File: config.mk
export PLATFORM = sky130hd
export DESIGN_NAME = spi_flash_frontend
export DESIGN_NICKNAME = d
export VERILOG_FILES = /design/src/rtl/sfe_pkg.sv /design/src/rtl/sfe_sync.sv /design/src/rtl/sfe_shifter.sv /design/src/rtl/sfe_sequencer.sv /design/src/rtl/spi_flash_frontend.sv
export SDC_FILE = /design/constraint.sdc
export NUM_CORES = 1
export LEC_CHECK = 0
export BUFFER_PORTS_ARGS = -buffer_cell sky130_fd_sc_hd__buf_2
export CORE_ASPECT_RATIO = 1.25
export CORE_MARGIN = 2
export CORE_UTILIZATION = 38
export CTS_CLUSTER_SIZE = 16
export DETAILED_ROUTE_END_ITERATION = 10
export PLACE_DENSITY = 0.57
export SYNTH_ARGS = -nofsm -noshare
export SYNTH_HDL_FRONTEND = slang
export SYNTH_SLANG_ARGS = --single-unit
File: constraint.sdc
create_clock -name clk -period 3 [get_ports clk]
set_input_delay 0.3 -clock clk [delete_from_list [all_inputs] [get_ports clk]]
set_output_delay 0.3 -clock clk [all_outputs]
set_load 0.01 [all_outputs]
File: src/rtl/sfe_pkg.sv
package sfe_pkg;

    localparam int BYTE_W = 8;
    localparam int BIT_CNT_W = $clog2(BYTE_W);

    // opcodes the decoder acts on
    localparam logic [7:0] OP_WRSR   = 8'h01;
    localparam logic [7:0] OP_PROG   = 8'h02;
    localparam logic [7:0] OP_READ   = 8'h03;
    localparam logic [7:0] OP_WRDI   = 8'h04;
    localparam logic [7:0] OP_RDSR   = 8'h05;
    localparam logic [7:0] OP_WREN   = 8'h06;
    localparam logic [7:0] OP_FREAD  = 8'h0B;
    localparam logic [7:0] OP_ER4K   = 8'h20;
    localparam logic [7:0] OP_DREAD  = 8'h3B;
    localparam logic [7:0] OP_ERALLA = 8'h60;
    localparam logic [7:0] OP_MFID   = 8'h90;
    localparam logic [7:0] OP_JEDEC  = 8'h9F;
    localparam logic [7:0] OP_WAKE   = 8'hAB;
    localparam logic [7:0] OP_SLEEP  = 8'hB9;
    localparam logic [7:0] OP_ERALLB = 8'hC7;
    localparam logic [7:0] OP_ER64K  = 8'hD8;

    typedef enum logic [4:0] {
        CL_NONE, CL_IGNORE, CL_JEDEC, CL_MFID, CL_WAKE, CL_RDSR,
        CL_READ, CL_FREAD, CL_DREAD, CL_PROG, CL_ER4K, CL_ER64K,
        CL_ERALL, CL_WREN, CL_WRDI, CL_WRSR, CL_SLEEP
    } cmd_class_e;

    typedef enum logic [3:0] {
        RQ_NONE      = 4'd0,
        RQ_WREN      = 4'd1,
        RQ_WRDI      = 4'd2,
        RQ_WRSR      = 4'd3,
        RQ_ER4K      = 4'd4,
        RQ_ER64K     = 4'd5,
        RQ_ERALL     = 4'd6,
        RQ_PROG_BYTE = 4'd7,
        RQ_PROG_END  = 4'd8,
        RQ_READ      = 4'd9,
        RQ_READ_FAST = 4'd10,
        RQ_READ_DUAL = 4'd11
    } req_kind_e;

    // one system-clock view of the serial framing, shifter to sequencer
    typedef struct packed {
        logic                 byte_done;
        logic                 cs_rise;
        logic [BIT_CNT_W-1:0] bit_cnt;
        logic [BYTE_W-1:0]    data;
    } rx_evt_t;

    function automatic cmd_class_e classify(input logic [7:0] op);
        cmd_class_e c;
        case (op)
            OP_JEDEC:            c = CL_JEDEC;
            OP_MFID:             c = CL_MFID;
            OP_WAKE:             c = CL_WAKE;
            OP_RDSR:             c = CL_RDSR;
            OP_SLEEP:            c = CL_SLEEP;
            OP_READ:             c = CL_READ;
            OP_FREAD:            c = CL_FREAD;
            OP_DREAD:            c = CL_DREAD;
            OP_PROG:             c = CL_PROG;
            OP_ER4K:             c = CL_ER4K;
            OP_ER64K:            c = CL_ER64K;
            OP_ERALLA, OP_ERALLB: c = CL_ERALL;
            OP_WREN:             c = CL_WREN;
            OP_WRDI:             c = CL_WRDI;
            OP_WRSR:             c = CL_WRSR;
            default:             c = CL_IGNORE;
        endcase
        return c;
    endfunction

endpackage

File: src/rtl/sfe_sync.sv
module sfe_sync #(
    parameter int           W       = 3,
    parameter int           STAGES  = 2,
    parameter logic [W-1:0] RST_VAL = '0
) (
    input  logic         clk,
    input  logic         rst,
    input  logic [W-1:0] d,
    output logic [W-1:0] q
);
    logic [STAGES-1:0][W-1:0] stg;

    always_ff @(posedge clk) begin
        if (rst) stg <= {STAGES{RST_VAL}};
        else     stg <= {stg[STAGES-2:0], d};
    end

    assign q = stg[STAGES-1];
endmodule

File: src/rtl/sfe_shifter.sv
module sfe_shifter
    import sfe_pkg::*;
(
    input  logic              clk,
    input  logic              rst,
    input  logic              sck_s,
    input  logic              csn_s,
    input  logic              si_s,
    input  logic [BYTE_W-1:0] tx_next,
    output rx_evt_t           evt,
    output logic              cs_act,
    output logic              so
);
    logic                 sck_q, csn_q, so_q;
    logic                 sck_rise, sck_fall;
    logic [BIT_CNT_W-1:0] bit_cnt_q;
    logic [BYTE_W-2:0]    rx_sr;
    logic [BYTE_W-1:0]    tx_sr;

    localparam logic [BIT_CNT_W-1:0] LAST_BIT = BIT_CNT_W'(BYTE_W - 1);

    assign cs_act   = !csn_s;
    assign sck_rise = cs_act && sck_s && !sck_q;
    assign sck_fall = cs_act && !sck_s && sck_q;

    assign evt.cs_rise   = csn_s && !csn_q;
    assign evt.byte_done = sck_rise && (bit_cnt_q == LAST_BIT);
    assign evt.bit_cnt   = bit_cnt_q;
    assign evt.data      = {rx_sr, si_s};

    always_ff @(posedge clk) begin
        if (rst) begin
            sck_q     <= 1'b0;
            csn_q     <= 1'b1;
            so_q      <= 1'b0;
            bit_cnt_q <= '0;
            rx_sr     <= '0;
            tx_sr     <= '0;
        end else begin
            sck_q <= sck_s;
            csn_q <= csn_s;
            if (!cs_act) begin
                bit_cnt_q <= '0;
                so_q      <= 1'b0;
                tx_sr     <= '0;
            end else begin
                if (sck_rise) begin
                    rx_sr     <= evt.data[BYTE_W-2:0];
                    bit_cnt_q <= bit_cnt_q + 1'b1;
                    if (evt.byte_done) tx_sr <= tx_next;
                end
                if (sck_fall) begin
                    so_q  <= tx_sr[BYTE_W-1];
                    tx_sr <= {tx_sr[BYTE_W-2:0], 1'b0};
                end
            end
        end
    end

    assign so = so_q;


    cs_idle_cnt_chk: assert property (@(posedge clk) disable iff (rst)
        !cs_act |=> bit_cnt_q == '0);

    byte_wrap_chk: assert property (@(posedge clk) disable iff (rst)
        evt.byte_done |=> bit_cnt_q == '0);

    so_hold_chk: assert property (@(posedge clk) disable iff (rst)
        (cs_act && $past(cs_act) && !sck_fall) |=> $stable(so_q));
endmodule

File: src/rtl/sfe_sequencer.sv
module sfe_sequencer
    import sfe_pkg::*;
#(
    parameter int          ADDR_BYTES = 3,
    parameter logic [7:0]  ID_MFR     = 8'h01,
    parameter logic [7:0]  ID_TYPE    = 8'h40,
    parameter logic [7:0]  ID_CAP     = 8'h14,
    parameter logic [7:0]  ID_DEV     = 8'h13,
    parameter int          PAGE_W     = 8,
    localparam int         ADDR_W     = 8 * ADDR_BYTES
) (
    input  logic              clk,
    input  logic              rst,
    input  rx_evt_t           evt,
    input  logic [BYTE_W-1:0] status_in,
    output logic [BYTE_W-1:0] tx_next,
    output logic              pwr_down,
    output logic              req_stb,
    output logic [3:0]        req_kind,
    output logic [ADDR_W-1:0] req_addr,
    output logic [BYTE_W-1:0] req_data
);
    localparam int IDX_W = $clog2(ADDR_BYTES + 4) + 1;
    localparam logic [IDX_W-1:0] IDX_MAX   = '1;
    localparam logic [IDX_W-1:0] IDX_ONE   = IDX_W'(1);
    localparam logic [IDX_W-1:0] IDX_TWO   = IDX_W'(2);
    localparam logic [IDX_W-1:0] IDX_AEND  = IDX_W'(ADDR_BYTES);
    localparam logic [IDX_W-1:0] IDX_DUMMY = IDX_W'(ADDR_BYTES + 1);
    localparam logic [IDX_W-1:0] IDX_PDONE = IDX_W'(ADDR_BYTES + 2);
    localparam logic [IDX_W:0]   SLOT_ID0  = (IDX_W+1)'(ADDR_BYTES + 1);
    localparam logic [IDX_W:0]   SLOT_ID1  = (IDX_W+1)'(ADDR_BYTES + 2);

    cmd_class_e        cls_q, op_cls, cls_eff;
    logic [IDX_W-1:0]  idx_q;
    logic [IDX_W:0]    slot;
    logic [ADDR_W-1:0] addr_q, addr_nx;
    logic              dpd_q;

    logic              stb_q;
    req_kind_e         kind_q;
    logic [ADDR_W-1:0] raddr_q;
    logic [BYTE_W-1:0] rdata_q;

    always_comb begin
        op_cls = classify(evt.data);
        if (dpd_q && evt.data != OP_WAKE) op_cls = CL_IGNORE;
        cls_eff = (idx_q == '0) ? op_cls : cls_q;
        slot    = {1'b0, idx_q} + 1'b1;
        addr_nx = {addr_q[ADDR_W-9:0], evt.data};
    end

    // byte loaded for the slot that follows the byte just completed
    always_comb begin
        tx_next = '0;
        case (cls_eff)
            CL_JEDEC: begin
                if (slot == (IDX_W+1)'(1)) tx_next = ID_MFR;
                if (slot == (IDX_W+1)'(2)) tx_next = ID_TYPE;
                if (slot == (IDX_W+1)'(3)) tx_next = ID_CAP;
            end
            CL_MFID: begin
                if (slot == SLOT_ID0) tx_next = ID_MFR;
                if (slot == SLOT_ID1) tx_next = ID_DEV;
            end
            CL_WAKE: if (slot >= SLOT_ID0) tx_next = ID_DEV;
            CL_RDSR: tx_next = status_in;
            default: tx_next = '0;
        endcase
    end

    always_ff @(posedge clk) begin
        if (rst) begin
            cls_q   <= CL_NONE;
            idx_q   <= '0;
            addr_q  <= '0;
            dpd_q   <= 1'b0;
            stb_q   <= 1'b0;
            kind_q  <= RQ_NONE;
            raddr_q <= '0;
            rdata_q <= '0;
        end else begin
            stb_q <= 1'b0;
            if (evt.cs_rise) begin
                if (evt.bit_cnt == '0) begin
                    case (cls_q)
                        CL_WREN, CL_WRDI, CL_ERALL: if (idx_q == IDX_ONE) begin
                            stb_q   <= 1'b1;
                            kind_q  <= (cls_q == CL_WREN) ? RQ_WREN :
                                       (cls_q == CL_WRDI) ? RQ_WRDI : RQ_ERALL;
                            raddr_q <= '0;
                            rdata_q <= '0;
                        end
                        CL_SLEEP: if (idx_q == IDX_ONE) dpd_q <= 1'b1;
                        CL_WRSR: if (idx_q == IDX_TWO) begin
                            stb_q   <= 1'b1;
                            kind_q  <= RQ_WRSR;
                            raddr_q <= '0;
                            rdata_q <= addr_q[BYTE_W-1:0];
                        end
                        CL_ER4K, CL_ER64K: if (idx_q == IDX_DUMMY) begin
                            stb_q   <= 1'b1;
                            kind_q  <= (cls_q == CL_ER4K) ? RQ_ER4K : RQ_ER64K;
                            raddr_q <= addr_q;
                            rdata_q <= '0;
                        end
                        CL_PROG: if (idx_q >= IDX_PDONE) begin
                            stb_q   <= 1'b1;
                            kind_q  <= RQ_PROG_END;
                            raddr_q <= '0;
                            rdata_q <= '0;
                        end
                        default: ;
                    endcase
                end
                cls_q <= CL_NONE;
                idx_q <= '0;
            end else if (evt.byte_done) begin
                if (idx_q != IDX_MAX) idx_q <= idx_q + 1'b1;
                if (idx_q == '0) begin
                    cls_q <= op_cls;
                    if (op_cls == CL_WAKE) dpd_q <= 1'b0;
                end
                if (idx_q >= IDX_ONE && idx_q <= IDX_AEND) addr_q <= addr_nx;
                case (cls_eff)
                    CL_READ: if (idx_q == IDX_AEND) begin
                        stb_q   <= 1'b1;
                        kind_q  <= RQ_READ;
                        raddr_q <= addr_nx;
                        rdata_q <= '0;
                    end
                    CL_FREAD, CL_DREAD: if (idx_q == IDX_DUMMY) begin
                        stb_q   <= 1'b1;
                        kind_q  <= (cls_eff == CL_FREAD) ? RQ_READ_FAST : RQ_READ_DUAL;
                        raddr_q <= addr_q;
                        rdata_q <= '0;
                    end
                    CL_PROG: if (idx_q >= IDX_DUMMY) begin
                        stb_q   <= 1'b1;
                        kind_q  <= RQ_PROG_BYTE;
                        raddr_q <= addr_q;
                        rdata_q <= evt.data;
                        addr_q[PAGE_W-1:0] <= addr_q[PAGE_W-1:0] + 1'b1;
                    end
                    default: ;
                endcase
            end
        end
    end

    assign pwr_down = dpd_q;
    assign req_stb  = stb_q;
    assign req_kind = kind_q;
    assign req_addr = raddr_q;
    assign req_data = rdata_q;


    dpd_quiet_chk: assert property (@(posedge clk) disable iff (rst)
        dpd_q |-> !stb_q);

    modify_on_cs_chk: assert property (@(posedge clk) disable iff (rst)
        (stb_q && kind_q inside {RQ_WREN, RQ_WRDI, RQ_WRSR, RQ_ER4K, RQ_ER64K,
                                 RQ_ERALL, RQ_PROG_END})
        |-> $past(evt.cs_rise && evt.bit_cnt == '0));

    read_on_byte_chk: assert property (@(posedge clk) disable iff (rst)
        (stb_q && kind_q inside {RQ_READ, RQ_READ_FAST, RQ_READ_DUAL, RQ_PROG_BYTE})
        |-> $past(evt.byte_done));

    fresh_opcode_chk: assert property (@(posedge clk) disable iff (rst)
        evt.cs_rise |=> (idx_q == '0 && cls_q == CL_NONE));
endmodule

File: src/rtl/spi_flash_frontend.sv
module spi_flash_frontend
    import sfe_pkg::*;
#(
    parameter int         ADDR_BYTES  = 3,
    parameter int         SYNC_STAGES = 2,
    parameter logic [7:0] ID_MFR      = 8'h01,
    parameter logic [7:0] ID_TYPE     = 8'h40,
    parameter logic [7:0] ID_CAP      = 8'h14,
    parameter logic [7:0] ID_DEV      = 8'h13,
    localparam int        ADDR_W      = 8 * ADDR_BYTES
) (
    input  logic              clk,
    input  logic              rst,
    input  logic              spi_sck,
    input  logic              spi_csn,
    input  logic              spi_si,
    output logic              spi_so,
    output logic              spi_so_oe,
    input  logic [7:0]        status_in,
    output logic              pwr_down,
    output logic              req_stb,
    output logic [3:0]        req_kind,
    output logic [ADDR_W-1:0] req_addr,
    output logic [7:0]        req_data
);
    logic [2:0]        pins_s;
    logic [BYTE_W-1:0] tx_next;
    rx_evt_t           evt;
    logic              cs_act;

    sfe_sync #(.W(3), .STAGES(SYNC_STAGES), .RST_VAL(3'b010)) u_sync (
        .clk (clk),
        .rst (rst),
        .d   ({spi_sck, spi_csn, spi_si}),
        .q   (pins_s)
    );

    sfe_shifter u_shift (
        .clk     (clk),
        .rst     (rst),
        .sck_s   (pins_s[2]),
        .csn_s   (pins_s[1]),
        .si_s    (pins_s[0]),
        .tx_next (tx_next),
        .evt     (evt),
        .cs_act  (cs_act),
        .so      (spi_so)
    );

    sfe_sequencer #(
        .ADDR_BYTES (ADDR_BYTES),
        .ID_MFR     (ID_MFR),
        .ID_TYPE    (ID_TYPE),
        .ID_CAP     (ID_CAP),
        .ID_DEV     (ID_DEV)
    ) u_seq (
        .clk       (clk),
        .rst       (rst),
        .evt       (evt),
        .status_in (status_in),
        .tx_next   (tx_next),
        .pwr_down  (pwr_down),
        .req_stb   (req_stb),
        .req_kind  (req_kind),
        .req_addr  (req_addr),
        .req_data  (req_data)
    );

    assign spi_so_oe = cs_act;


    so_tristate_chk: assert property (@(posedge clk) disable iff (rst)
        !spi_so_oe |=> !spi_so);
endmodule

Yosys cells after proc, flatten, opt, wreduce, memory -nomap -nowiden:

Index checks and enable logic that the tools add are counted.

* add/subtract/negate cells: 4
* reduce and logical (&&, ||, !) cells: 36
* order comparisons: 5
* mux-type cells: 72
* equality and inequality tests: 56
* bitwise gates (word level): 2

Operators by type and width (number)
* $mux 24: 9
* $mux 8: 15
* $pmux 24 s4: 1
* $pmux 5 s15: 1
* $pmux 24 s3: 1
* $pmux 8 s4: 2
* $eq 8x8->1 const B: 6
* $eq 5x4->1 const B: 9
* $mux 4: 11
* $eq 5x3->1 const B: 7
* $eq 8x3->1 const B: 3
* $pmux 8 s3: 1
* $ne 3x2->1 const B: 7
* $eq 5x2->1 const B: 4
* $mux 1: 20
* $mux 5: 4
* $eq 8x2->1 const B: 2
* $eq 8x6->1 const B: 2
* $pmux 4 s4: 1
* $mux 7: 2
* $pmux 4 s3: 1
* $reduce_and 11->1: 1
* $reduce_and 2->1: 5
* $reduce_bool 2->1: 5
* 35 further kinds: 55

* output and inout port bits: 40
* bits in registers: 98
* word-level logic and storage cells: 193
* input port bits: 13

Logic depth before layout (Yosys ltp):

Gate-level depths: netlist (run 1).

* word-level depth: 11
* mapped depth: 12
* gate-level depth less buffers: 11

Modules after synthesis:

A second synthesis (run 1) with hierarchy kept.

* cells, all modules: 691
* area total of the unflattened synthesis: 5607.9 µm²

Modules (own cells, without submodules)
* sfe_sequencer: area an instance 4555.6 µm², instances 1, cells each 592
* sfe_shifter: area an instance 872.1 µm², instances 1, cells each 84
* sfe_sync: area an instance 180.2 µm², instances 1, cells each 15

Worst setup path after synthesis (run 1):

OpenSTA, ideal clock, no wires.

* path type: flip-flop to flip-flop
* start: register u_seq.idx_q[0]
* end: register u_seq.kind_q[2], in the netlist u_seq.req_kind[2]
* setup slack: -48 ps
* library setup time: 121 ps
* cell stages (with the launch flop): 11
* data required time: 2879 ps
* clock period less this slack: 3048 ps
* path buffers: 1
* data arrival time: 2927 ps
* cell sequence: dfxtp_1 -> inv_1 -> ha_1 -> or3b_1 -> clkbuf_1 -> a2111o_1 -> o21ai_1 -> nor4_1 -> or3_1 -> a31o_4 -> mux2_4

* cells in the longest elaborated chain, start to end: 7
* elaborated cells on any way between the ends: 25

RTL lines
* start: declaration: line sfe_sequencer.sv:34 `logic [IDX_W-1:0] idx_q;`
* start signal: assignment: line sfe_sequencer.sv:118 `if (idx_q != IDX_MAX) idx_q <= idx_q + 1'b1;`
* $logic_not 4->1: line sfe_sequencer.sv:47 `cls_eff = (idx_q == '0) ? op_cls : cls_q;`
* $mux 5
* $eq 5x4->1 or $eq 5x3->1 (tied branches): line sfe_sequencer.sv:124 `case (cls_eff)`
* $reduce_or 2->1: line sfe_sequencer.sv:124
* $pmux 4 s3: line sfe_sequencer.sv:124
* $mux 4: line sfe_sequencer.sv:117 `end else if (evt.byte_done) begin`
* $mux 4: line sfe_sequencer.sv:83 `if (evt.cs_rise) begin`
* end signal: assignment: line sfe_sequencer.sv:88 `kind_q <= (cls_q == CL_WREN) ? RQ_WREN :`
* end signal: assignment: line sfe_sequencer.sv:102 `kind_q <= (cls_q == CL_ER4K) ? RQ_ER4K : RQ_ER64K;`
* end signal: assignment: line sfe_sequencer.sv:133 `kind_q <= (cls_eff == CL_FREAD) ? RQ_READ_FAST : RQ_READ_DUAL;`
* end: declaration: line sfe_sequencer.sv:40 `req_kind_e kind_q;`

Several ways; a longest one is shown, not always the timed one. The select of a mux whose other input is x is not followed.
A chain may end at the register's enable or synchronous reset.

Worst setup path after layout (run 1):

* start: register u_shift.rx_sr[3]
* end: register u_seq.raddr_q[10], in the netlist u_seq.req_addr[10]

* cells in the longest elaborated chain, start to end: 10
* elaborated cells on any way between the ends: 34

RTL lines
* start: declaration: line sfe_shifter.sv:17 `logic [BYTE_W-2:0] rx_sr;`
* start signal: assignment: line sfe_shifter.sv:48 `rx_sr <= evt.data[BYTE_W-2:0];`
* $eq 8x7->1 or $eq 8x8->1 (tied branches): line sfe_pkg.sv:55 `case (op)`
* $reduce_or 2->1: line sfe_pkg.sv:55
* $pmux 5 s15: line sfe_pkg.sv:55
* $mux 5 (*): line sfe_sequencer.sv:46 `if (dpd_q && evt.data != OP_WAKE) op_cls = CL_IGNORE;`
* $mux 5 (*)
* $eq 5x4->1 or $eq 5x3->1 (tied branches): line sfe_sequencer.sv:124
* $reduce_or 2->1: line sfe_sequencer.sv:124
* $pmux 24 s3: line sfe_sequencer.sv:124
* $mux 24: line sfe_sequencer.sv:117
* $mux 24: line sfe_sequencer.sv:83
* end signal: assignment: line sfe_sequencer.sv:128 `raddr_q <= addr_nx;`
* end signal: assignment: line sfe_sequencer.sv:134 `raddr_q <= addr_q;`
* end signal: assignment: line sfe_sequencer.sv:140 `raddr_q <= addr_q;`
* end: declaration: line sfe_sequencer.sv:41 `logic [ADDR_W-1:0] raddr_q;`

Every way passes the cells marked *; elsewhere a longest branch is shown, timed or not. The select of a mux whose other input is x is not followed.

==> flow_metrics.env, run 1 <==
export IMPL_dr_pass1_iters=5
export IMPL_placed_cells=853
export IMPL_holdPathStages=2
export IMPL_pin_count=53
export IMPL_place_ws_ps=-123
export IMPL_grt_max_degree=32
export IMPL_ant_nets=0
export IMPL_hold_worst_slack_ps=119
export IMPL_grt_pass1_wl_um=23400
export IMPL_cts_tree="yes"
export IMPL_violations="setup timing"
export IMPL_power_leakage_nw=2.62
export IMPL_r2r_start="u_shift.rx_sr[3]$_SDFFE_PP0P_"
export IMPL_yosys_area_top_type="dfxtp_1"
export IMPL_grt_pass1_vias=4618
export IMPL_wirelength_um=14400
export IMPL_fin_nets=725
export IMPL_initial_core_util=0.390
export IMPL_outcome="finished, violations left"
export IMPL_n_fill_cell=1291
export IMPL_cts_num_sinks=98
export IMPL_fin_crit_ps=3120
export IMPL_yosysWarningCount=0
export IMPL_hold_end="u_sync.stg[1]$_SDFF_PP1_"
export IMPL_numPortBuffers=52
export IMPL_worstHoldStart="spi_csn"
export IMPL_stdcell_area_um2=6620
export IMPL_hpwl_um=10600
export IMPL_yosysTopAreaCellShare=0.380
export IMPL_rows=47
export IMPL_fmax_mhz=321
export IMPL_clockBufferDepth=2
export IMPL_drive_gt1_frac=0.300
export IMPL_worst_pin_slew_ps=620
export IMPL_fin_crit_sh=1.04
export IMPL_place_congestion=0.876
export IMPL_startpoint_type="flip-flop"
export IMPL_cts_root_buf="clkbuf_16"
export IMPL_ir_drop_v=0.000325
export IMPL_remaining_drc_errors=0
export IMPL_coreArea_um2=13200
export IMPL_fp_dieH_um=134
export IMPL_htree_num_levels=3
export IMPL_ys_top_cells_by_area="dfxtp_1, a22o_1, nand2_1, nor2_1, a21oi_1"
export IMPL_synth_area_um2=5160
export IMPL_stdcell_count=878
export IMPL_synth_net_count=623
export IMPL_ys_ff_latch=98
export IMPL_required_ps=3260
export IMPL_cp_slowest_cell="or4_4"
export IMPL_wl_per_cell_um=16.4
export IMPL_setup_violations=36
export IMPL_hold_buffers=0
export IMPL_rsz0062_at_grt="yes"
export IMPL_setup_ws_ps=-117
export IMPL_via_count=4924
export IMPL_rr_worst_depth=11
export IMPL_cts_buffers=9
export IMPL_end_kind="flip-flop"
export IMPL_synth_flop_cell="dfxtp_1"
export IMPL_worstSkewPairLatency_ps=360
export IMPL_die_w_um=108
export IMPL_drt_iter0_drc=300
export IMPL_clk_pin_slew_worst_paths_ps=70
export IMPL_synth_edf_count=0
export IMPL_worst_path_largest_cell_delay_ps=570
export IMPL_cp_cell_sequence="or4_4, mux2_4, o32a_1, a21o_1, and4_1, buf_4, nand4_1, nand4_1, buf_4, a22o_1, a22o_1"
export IMPL_antennaDiodeCount=0
export IMPL_synth_seq_area_share=0.380
export IMPL_antenna_found_initial=0
export IMPL_vias_per_cell=5.61
export IMPL_power_density_nw_per_um2=395
export IMPL_postSynthCellCount=600
export IMPL_critPathArrivalTime_ps=3380
export IMPL_maxSlewViolCount=0
export IMPL_ff2ff_setup_slack_ps=-120
export IMPL_async_reset_ff_frac=0
export IMPL_area_growth_syn_to_layout_pct=28.3
export IMPL_relSlewSlack=0.586
export IMPL_worstPathMaxFanout=24
export IMPL_path_class="reg2reg"
export IMPL_synth_distinct_cells=77
export IMPL_r2r_end="u_seq.req_addr[10]$_SDFFE_PP0P_"
export IMPL_track_usage=0.204
export IMPL_postSynthAreaPerCell_um2=8.60
export IMPL_hold_violations=0
export IMPL_place_area_um2=6050
export IMPL_maxCapViolCount=0
export IMPL_min_path_type="in2reg"
export IMPL_dieArea_um2=14500
export IMPL_grt_overflow=0
export IMPL_clock_skew_ps=7.09
## cells in the final DEF (no fill, tap or decap), types with 5 or more instances in the layout
cell and instances:
nor2_1 49, inv_1 12, clkbuf_16 9, nor4_1 6, xnor2_1 6, nand3_1 13
nor2b_1 9, nor3_1 8, or2_2 7, buf_4 74, nand4_1 9, buf_6 6
o21ai_2 5, a211oi_1 6, nand2b_1 13, and3_1 7, buf_2 52, a31oi_1 7
and2_1 6, nor3_2 7, a21o_1 5, o21ai_0 7, nand2_1 70, a21oi_1 30
mux2i_1 13, ha_1 10, a22o_1 63, dfxtp_1 94
## synth_stat cells, types with 7 or more instances
cell type / count
nor2b_1: 9
nand2_1: 70
a22o_1: 63
nand4_1: 9
nand3_1: 13
ha_1: 10
nor2_1: 52
nor4_1: 8
a211oi_1: 10
nand2b_1: 13
nor3_1: 13
clkbuf_1: 30
and2_1: 7
and3_1: 7
or2_2: 7
dfxtp_1: 98
o21ai_0: 10
a21oi_1: 30
buf_2: 7
a31oi_1: 7
mux2i_1: 13
inv_1: 12
## metal layers
layer  GRT usage  part of all wire  vias up
met1       0.262              0.46     2359
li1            -                 -     2418
met4      0.0662             0.018        0
met3      0.0408             0.041       21
met2       0.341              0.48      126
met5           0                 0        -
## worst max-delay path: cells and delay by family (launching register included)
kind | cells | cell delay [ps]
flip-flops | 1 | 330
multiplexers | 1 | 280
AO/OA/AOI/OAI | 4 | 1050
buffers and inverters | 2 | 380
AND/OR/NAND/NOR | 4 | 980
## sequential cells by signal (all words and copies together), names as in the netlist
signal and flops:
u_seq.req_addr 24, u_seq.req_stb 1, u_seq.pwr_down 1, u_shift.so 1, u_seq.idx_q 4, u_shift.bit_cnt_q 3
u_seq.addr_q 24, u_sync.stg 3, u_shift.tx_sr 8, u_shift.sck_q 1, u_shift.rx_sr 7, u_seq.req_data 8
u_shift.csn_q 1, u_sync.q 3, u_seq.req_kind 4, u_seq.cls_q 5
## worst max-delay path by stage
stage	startpoint	to	slack, ps	depth (start not counted)
4_1_cts	u_shift.rx_sr[3]$_SDFFE_PP0P_	u_seq.req_addr[17]$_SDFFE_PP0P_	-120	11
5_1_grt	u_shift.rx_sr[3]$_SDFFE_PP0P_	u_seq.req_addr[2]$_SDFFE_PP0P_	-230	11
3_3_place_gp	u_shift.rx_sr[4]$_SDFFE_PP0P_	u_seq.req_addr[12]$_SDFFE_PP0P_	-70	11
2_1_floorplan	u_seq.idx_q[0]$_SDFFE_PP0P_	u_seq.req_kind[2]$_SDFFE_PP0P_	20	11
3_5_place_dp	u_shift.rx_sr[6]$_SDFFE_PP0P_	u_seq.req_addr[10]$_SDFFE_PP0P_	-120	11
6_report	u_shift.rx_sr[3]$_SDFFE_PP0P_	u_seq.req_addr[10]$_SDFFE_PP0P_	-120	11
## where the power goes
part	leakage [nW]	switching, mW	internal (mW)
Clock	0.146	0.557	0.603
Combinational	1.68	0.0843	0.0633
Sequential	0.793	0.00288	1.30
## kinds of logic after synthesis
group	share of synthesized area
compound gates	0.266
xor+xnor	0.0119
fa+ha+maj	0.0242
buf+inv	0.0475
flops	0.380
mux	0.0376
simple gates	0.232
## timing repair
action	in CTS	in global routing
pin swaps	5	10
resized for setup	20	28
endpoints found under the setup margin	39	53
buffers inserted	6	3
## area by class of cell
type | count | area (um^2) | area share
inverters | 12 | 45.0 | 0.00680
clock buffers | 10 | 239 | 0.0361
clock inverters | 6 | 55.1 | 0.00832
well taps | 171 | 214 | 0.0323
flip-flops and latches | 98 | 1970 | 0.297
multi-input cells | 445 | 3140 | 0.474
repair buffers | 136 | 963 | 0.146
## stage by stage
stage               utilization  setup TNS [ps]  total power [mW]
floorplan                     -               0              1.42
global route              0.500           -7990              2.71
finish                    0.500           -3540              2.61
detailed placement        0.457           -3860              1.47
global placement          0.457           -2390              1.47
CTS                       0.490           -3330              2.62
Note: power is estimated with default switching activity, not from simulation.
==> run 2, diff against run 1 <==
--- a/config.mk
+++ b/config.mk
@@ -13,3 +13,2 @@
 export DETAILED_ROUTE_END_ITERATION = 10
-export PLACE_DENSITY = 0.57
 export SYNTH_ARGS = -nofsm -noshare
--- a/constraint.sdc
+++ b/constraint.sdc
@@ -3,2 +3,2 @@
 set_output_delay 0.3 -clock clk [all_outputs]
-set_load 0.01 [all_outputs]
+set_load 0.02 [all_outputs]
==> run 2 against run 1 <==
Wire length shrank 1.7%; combinational power about the same; global-route usage decreased by 0.63 points; via count shrank 2.1%; non-clock buffer count shrank 10; die area did not move; maximum frequency rose by 2.3%; clock skew up 1.3 ps; clock power grew 6%; clock-buffer cell count rose by 1; critical path depth down 1; the flow still finishes with violations (setup timing); total power is 2.7% higher.
==> flow_metrics.env, run 2 (same netlist as run 1, synthesis figures left out) <==
export IMPL_fin_crit_sh=1.02
export IMPL_fin_crit_ps=3050
export IMPL_critPathArrivalTime_ps=3300
export IMPL_remaining_drc_errors=0
export IMPL_power_density_nw_per_um2=407
export IMPL_hold_worst_slack_ps=124
export IMPL_track_usage=0.197
export IMPL_place_congestion=0.891
export IMPL_cellInternalPower_mw=2.05
export IMPL_maxSlewViolCount=0
export IMPL_dr_pass1_iters=4
export IMPL_required_ps=3250
export IMPL_power_share_clock=0.457
export IMPL_worst_pin_slew_ps=660
export IMPL_rows=47
export IMPL_hold_violations=0
export IMPL_outcome="finished, violations left"
export IMPL_cts_buffers=9
export IMPL_ant_nets=0
export IMPL_worstHoldStart="spi_csn"
export IMPL_maxCapViolCount=0
export IMPL_hold_buffers=0
export IMPL_fmax_mhz=328
export IMPL_cts_num_sinks=98
export IMPL_min_path_type="in2reg"
export IMPL_htree_num_levels=3
export IMPL_grt_max_degree=32
export IMPL_setup_violations=32
export IMPL_numPortBuffers=52
export IMPL_r2r_end="u_seq.req_addr[18]$_SDFFE_PP0P_"
export IMPL_power_leakage_nw=2.56
export IMPL_multi_input_area_um2=3170
export IMPL_wirelength_um=14200
export IMPL_fp_dieH_um=134
export IMPL_ir_drop_v=0.000423
export IMPL_place_area_um2=5980
export IMPL_grt_overflow=0
export IMPL_rsz0062_at_grt="yes"
export IMPL_vias_per_cell=5.56
export IMPL_clock_skew_ps=8.43
export IMPL_grt_pass1_wl_um=22700
export IMPL_coreArea_um2=13200
export IMPL_violations="setup timing"
export IMPL_startpoint_type="flip-flop"
export IMPL_cts_root_buf="clkbuf_16"
export IMPL_switching_power_mw=0.632
export IMPL_hold_end="u_sync.stg[1]$_SDFF_PP1_"
export IMPL_hpwl_um=10200
export IMPL_drt_iter0_drc=240
export IMPL_end_kind="flip-flop"
export IMPL_rr_worst_depth=10
export IMPL_final_common_cell="dfxtp_1"
export IMPL_stdcell_area_um2=6600
export IMPL_place_ws_ps=-159
export IMPL_seqCellArea_um2=1980
export IMPL_swShare=0.235
export IMPL_cts_tree="yes"
export IMPL_clockBufferDepth=2
export IMPL_r2r_start="u_shift.rx_sr[3]$_SDFFE_PP0P_"
export IMPL_final_cell_mix="dfxtp_1, nand2_1, buf_4, a22o_1, buf_2"
export IMPL_holdPathStages=2
export IMPL_initial_core_util=0.390
export IMPL_path_class="reg2reg"
export IMPL_grt_pass1_vias=4655
export IMPL_n_fill_cell=1231
export IMPL_die_w_um=108
export IMPL_antennaDiodeCount=0
export IMPL_antenna_found_initial=0
export IMPL_setup_ws_ps=-46.2
export IMPL_via_count=4823
export IMPL_dieArea_um2=14500
export IMPL_area_growth_syn_to_layout_pct=27.8
export IMPL_clk_pin_slew_worst_paths_ps=70
export IMPL_worstPathMaxFanout=31
export IMPL_seq_power_share=0.486
export IMPL_pin_count=53
export IMPL_wl_per_cell_um=16.3
export IMPL_relSlewSlack=0.559
export IMPL_worstSkewPairLatency_ps=360
export IMPL_power_frac_comb=0.056
export IMPL_fin_nets=715
export IMPL_p_total_mw=2.68
export IMPL_drive_gt1_frac=0.296
export IMPL_ff2ff_setup_slack_ps=-50
==> run 2: cell count changes in the layout (fill, tap and decap cells not counted), moves of 3 or more <==
cell,previous run,this run
dfxtp_1,94,89
a211oi_1,6,9
nor3_2,7,4
a211oi_2,4,1
dfxtp_2,4,7
o21ai_2,5,2
buf_4,74,67
buf_6,6,3
==> run 2: power groups by stage <==
stage | clock network, mW | logic (mW) | registers [mW]
floorplan | 0 | 0.0810 | 1.34
global placement | 0 | 0.126 | 1.34
detailed placement | 0 | 0.127 | 1.34
CTS | 1.26 | 0.136 | 1.31
global route | 1.31 | 0.164 | 1.31
finish | 1.23 | 0.151 | 1.31
==> run 2: critical path: stages, from the launching register on <==
cell	delay [ps]
dfxtp_2	330
or4_4	550
o41ai_2	410
nand4b_1	230
buf_4	160
a22o_1	200
nand2_1	180
a2111oi_4	340
a21oi_2	110
buf_12	180
a22o_1	240
==> run 2: how the worst max path moves through the flow <==
stage | start | endpoint | slack (ps) | cells after the start
after global routing | u_shift.rx_sr[4]$_SDFFE_PP0P_ | u_seq.req_addr[5]$_SDFFE_PP0P_ | -150 | 10
after detailed placement | u_shift.rx_sr[6]$_SDFFE_PP0P_ | u_seq.req_addr[14]$_SDFFE_PP0P_ | -160 | 10
after floorplan | u_seq.idx_q[0]$_SDFFE_PP0P_ | u_seq.req_kind[2]$_SDFFE_PP0P_ | 20 | 11
after CTS | u_shift.rx_sr[6]$_SDFFE_PP0P_ | u_seq.req_addr[18]$_SDFFE_PP0P_ | -60 | 10
final | u_shift.rx_sr[3]$_SDFFE_PP0P_ | u_seq.req_addr[18]$_SDFFE_PP0P_ | -50 | 10
after global placement | u_shift.rx_sr[6]$_SDFFE_PP0P_ | u_seq.req_addr[12]$_SDFFE_PP0P_ | -120 | 10
==> run 2: repair_timing <==
item / 4_1_cts / 5_1_grt
setup endpoints to repair: 42 / 47
resized for setup: 18 / 39
pin swaps: 8 / 12
buffers inserted: 3 / 6
endpoints found under the hold margin: 0 / 0
==> run 2: layout make-up <==
cell class | instances | share of cell area
clock inverter | 5 | 0.0106
timing repair buffer | 126 | 0.133
sequential | 98 | 0.300
clock buffer | 11 | 0.0368
inverter | 12 | 0.00683
tap | 171 | 0.0324
multi-input combinational | 445 | 0.481
==> run 2: through the flow <==
stage / TNS, ps / std cells / utilization
after floorplan: 0 / 600 / -
after global placement: -4060 / 843 / 0.452
after detailed placement: -4670 / 843 / 0.452
after CTS: -1300 / 862 / 0.483
after global routing: -4280 / 868 / 0.499
final: -1100 / 868 / 0.499
==> run 2: per-layer routing <==
layer | part of all wire | track usage | wire (um)
met1 | 0.44 | 0.250 | 6260
met5 | 0 | 0 | 0
met3 | 0.047 | 0.0403 | 671
met4 | 0.041 | 0.105 | 578
met2 | 0.47 | 0.314 | 6660
==> run 3, diff against run 2 <==
PLACE_DENSITY = 0.64   (was default)
TNS_END_PERCENT = 100   (was default)
==> run 3 against run 2 <==
The flow still finishes with violations (setup timing); maximum frequency shrank 2.0%; via count increased by 2.8%; critical endpoint is now u_seq.req_data[5]$_SDFFE_PP0P_; combinational power increased by 14%; first-iteration DRC count grew 40%.
==> flow_metrics.env, run 3 (same netlist as run 1, synthesis figures left out) <==
export IMPL_stdcell_count=873
export IMPL_critPathTopFamily="compound AO/OA/AOI/OAI gates"
export IMPL_cp_cell_sequence="or4_4, mux2_4, o32a_1, a21o_4, and4_4, buf_6, a211oi_4, a2111oi_4, a21oi_4, clkbuf_16, a22o_1"
export IMPL_power_leakage_nw=2.64
export IMPL_maxSlewViolCount=0
export IMPL_path_buf_inv=2
export IMPL_wirelength_um=15100
export IMPL_hold_violations=0
export IMPL_dr_pass1_iters=7
export IMPL_grt_busiest_layer="met2"
export IMPL_dieArea_um2=14500
export IMPL_place_area_um2=6000
export IMPL_power_frac_comb=0.063
export IMPL_final_common_cell="dfxtp_1"
export IMPL_hold_worst_slack_ps=125
export IMPL_grt_max_degree=36
export IMPL_startpoint_type="flip-flop"
export IMPL_grt_pass1_vias=4704
export IMPL_ir_drop_v=0.000305
export IMPL_seq_power_share=0.481
export IMPL_p_total_mw=2.72
export IMPL_worst_path_largest_cell_delay_ps=570
export IMPL_power_share_clock=0.456
export IMPL_drt_iter0_drc=335
export IMPL_setup_violations=33
export IMPL_fin_crit_sh=1.04
export IMPL_clk_pin_slew_worst_paths_ps=70
export IMPL_numPortBuffers=52
export IMPL_ant_nets=0
export IMPL_die_w_um=108
export IMPL_hpwl_um=10500
export IMPL_remaining_drc_errors=0
export IMPL_rows=47
export IMPL_cellInternalPower_mw=2.05
export IMPL_initial_core_util=0.390
export IMPL_placed_cells=844
export IMPL_antennaDiodeCount=0
export IMPL_pin_count=53
export IMPL_fmax_mhz=322
export IMPL_place_congestion=0.941
export IMPL_vias_per_cell=5.68
export IMPL_area_growth_syn_to_layout_pct=30.9
export IMPL_final_cell_mix="dfxtp_1, nand2_1, a22o_1, buf_4, buf_2"
export IMPL_critPathArrivalTime_ps=3410
export IMPL_cp_slowest_cell="or4_4"
export IMPL_rsz0062_at_grt="yes"
export IMPL_antenna_found_initial=0
export IMPL_path_class="reg2reg"
export IMPL_relSlewSlack=0.544
export IMPL_n_fill_cell=1221
export IMPL_setup_ws_ps=-107
export IMPL_worstPathMaxFanout=8
export IMPL_grt_use_met2=0.352
export IMPL_maxCapViolCount=0
export IMPL_required_ps=3300
export IMPL_via_count=4956
export IMPL_wl_per_cell_um=17.3
export IMPL_track_usage=0.202
export IMPL_cts_tree="yes"
export IMPL_clockBufferDepth=2
export IMPL_cts_num_sinks=98
export IMPL_grt_pass1_wl_um=23300
export IMPL_switching_power_mw=0.670
export IMPL_place_ws_ps=-166
export IMPL_seqCellArea_um2=1970
export IMPL_grt_use_met3=0.0335
export IMPL_cts_buffers=9
export IMPL_power_density_nw_per_um2=403
export IMPL_swShare=0.246
export IMPL_cts_root_buf="clkbuf_16"
export IMPL_clock_skew_ps=10.4
export IMPL_coreArea_um2=13200
export IMPL_outcome="finished, violations left"
export IMPL_end_kind="flip-flop"
export IMPL_htree_num_levels=3
export IMPL_min_path_type="in2reg"
export IMPL_grt_overflow=0
export IMPL_fp_dieH_um=134
export IMPL_fin_crit_ps=3110
export IMPL_drive_gt1_frac=0.301
export IMPL_worst_pin_slew_ps=683
export IMPL_stdcell_area_um2=6760
export IMPL_multi_input_area_um2=3210
export IMPL_violations="setup timing"
export IMPL_worstSkewPairLatency_ps=360
export IMPL_gr_usage_met1=0.241
export IMPL_hold_buffers=0
export IMPL_fin_nets=720
==> run 3: stage by stage <==
| stage | utilization | TNS, ps |
|---|---|---|
| finish | 0.511 | -2790 |
| global route | 0.511 | -5760 |
| CTS | 0.484 | -2950 |
| detailed placement | 0.453 | -4900 |
| global placement | 0.453 | -4200 |
| floorplan | - | 0 |
==> run 3: timing repair <==
action | in CTS | in global routing
gates cloned | 0 | 4
setup endpoints to repair | 36 | 53
resized for setup | 13 | 47
setup buffers | 4 | 6
hold endpoints to repair | 0 | 0
pin swaps | 2 | 54
==> run 3: path summary, 6_finish.rpt <==
kind / startpoint / end / slack (ps) / cells past startpoint
setup / recovery: u_shift.rx_sr[6]$_SDFFE_PP0P_ / u_seq.req_data[5]$_SDFFE_PP0P_ / -110 / 11
hold / removal: spi_csn / u_sync.stg[1]$_SDFF_PP1_ / 130 / 2
setup reg to reg: u_shift.rx_sr[6]$_SDFFE_PP0P_ / u_seq.req_data[5]$_SDFFE_PP0P_ / -110 / 11
hold reg to reg: u_sync.stg[1]$_SDFF_PP1_ / u_sync.q[1]$_SDFF_PP1_ / 440 / 1
==> run 3: final cells by class <==
cell class | count | share of cell area
clock buffers | 9 | 0.0333
well taps | 171 | 0.0317
inverters | 12 | 0.00667
clock inverters | 7 | 0.0139
flip-flops and latches | 98 | 0.291
repair buffers | 131 | 0.148
multi-input cells | 445 | 0.475
==> run 3: power groups by stage <==
stage | registers, mW | clock network (mW) | logic [mW]
after floorplan | 1.34 | 0 | 0.0810
after global placement | 1.34 | 0 | 0.128
after detailed placement | 1.34 | 0 | 0.129
after CTS | 1.31 | 1.26 | 0.137
after global routing | 1.31 | 1.32 | 0.183
final | 1.31 | 1.24 | 0.172
==> run 3: routing by layer <==
| metal | routed length [um] | vias up |
|---|---|---|
| met5 | 0 | - |
| met4 | 390 | 0 |
| met3 | 516 | 29 |
| met2 | 7790 | 110 |
| met1 | 6430 | 2400 |
| li1 | - | 2417 |
==> run 3: worst reg2reg max path, cell delays in order, from the launching register on <==
cell,delay (ps)
dfxtp_2,340
or4_4,570
mux2_4,280
o32a_1,330
a21o_4,260
and4_4,160
buf_6,120
a211oi_4,220
a2111oi_4,80
a21oi_4,330
clkbuf_16,230
a22o_1,130
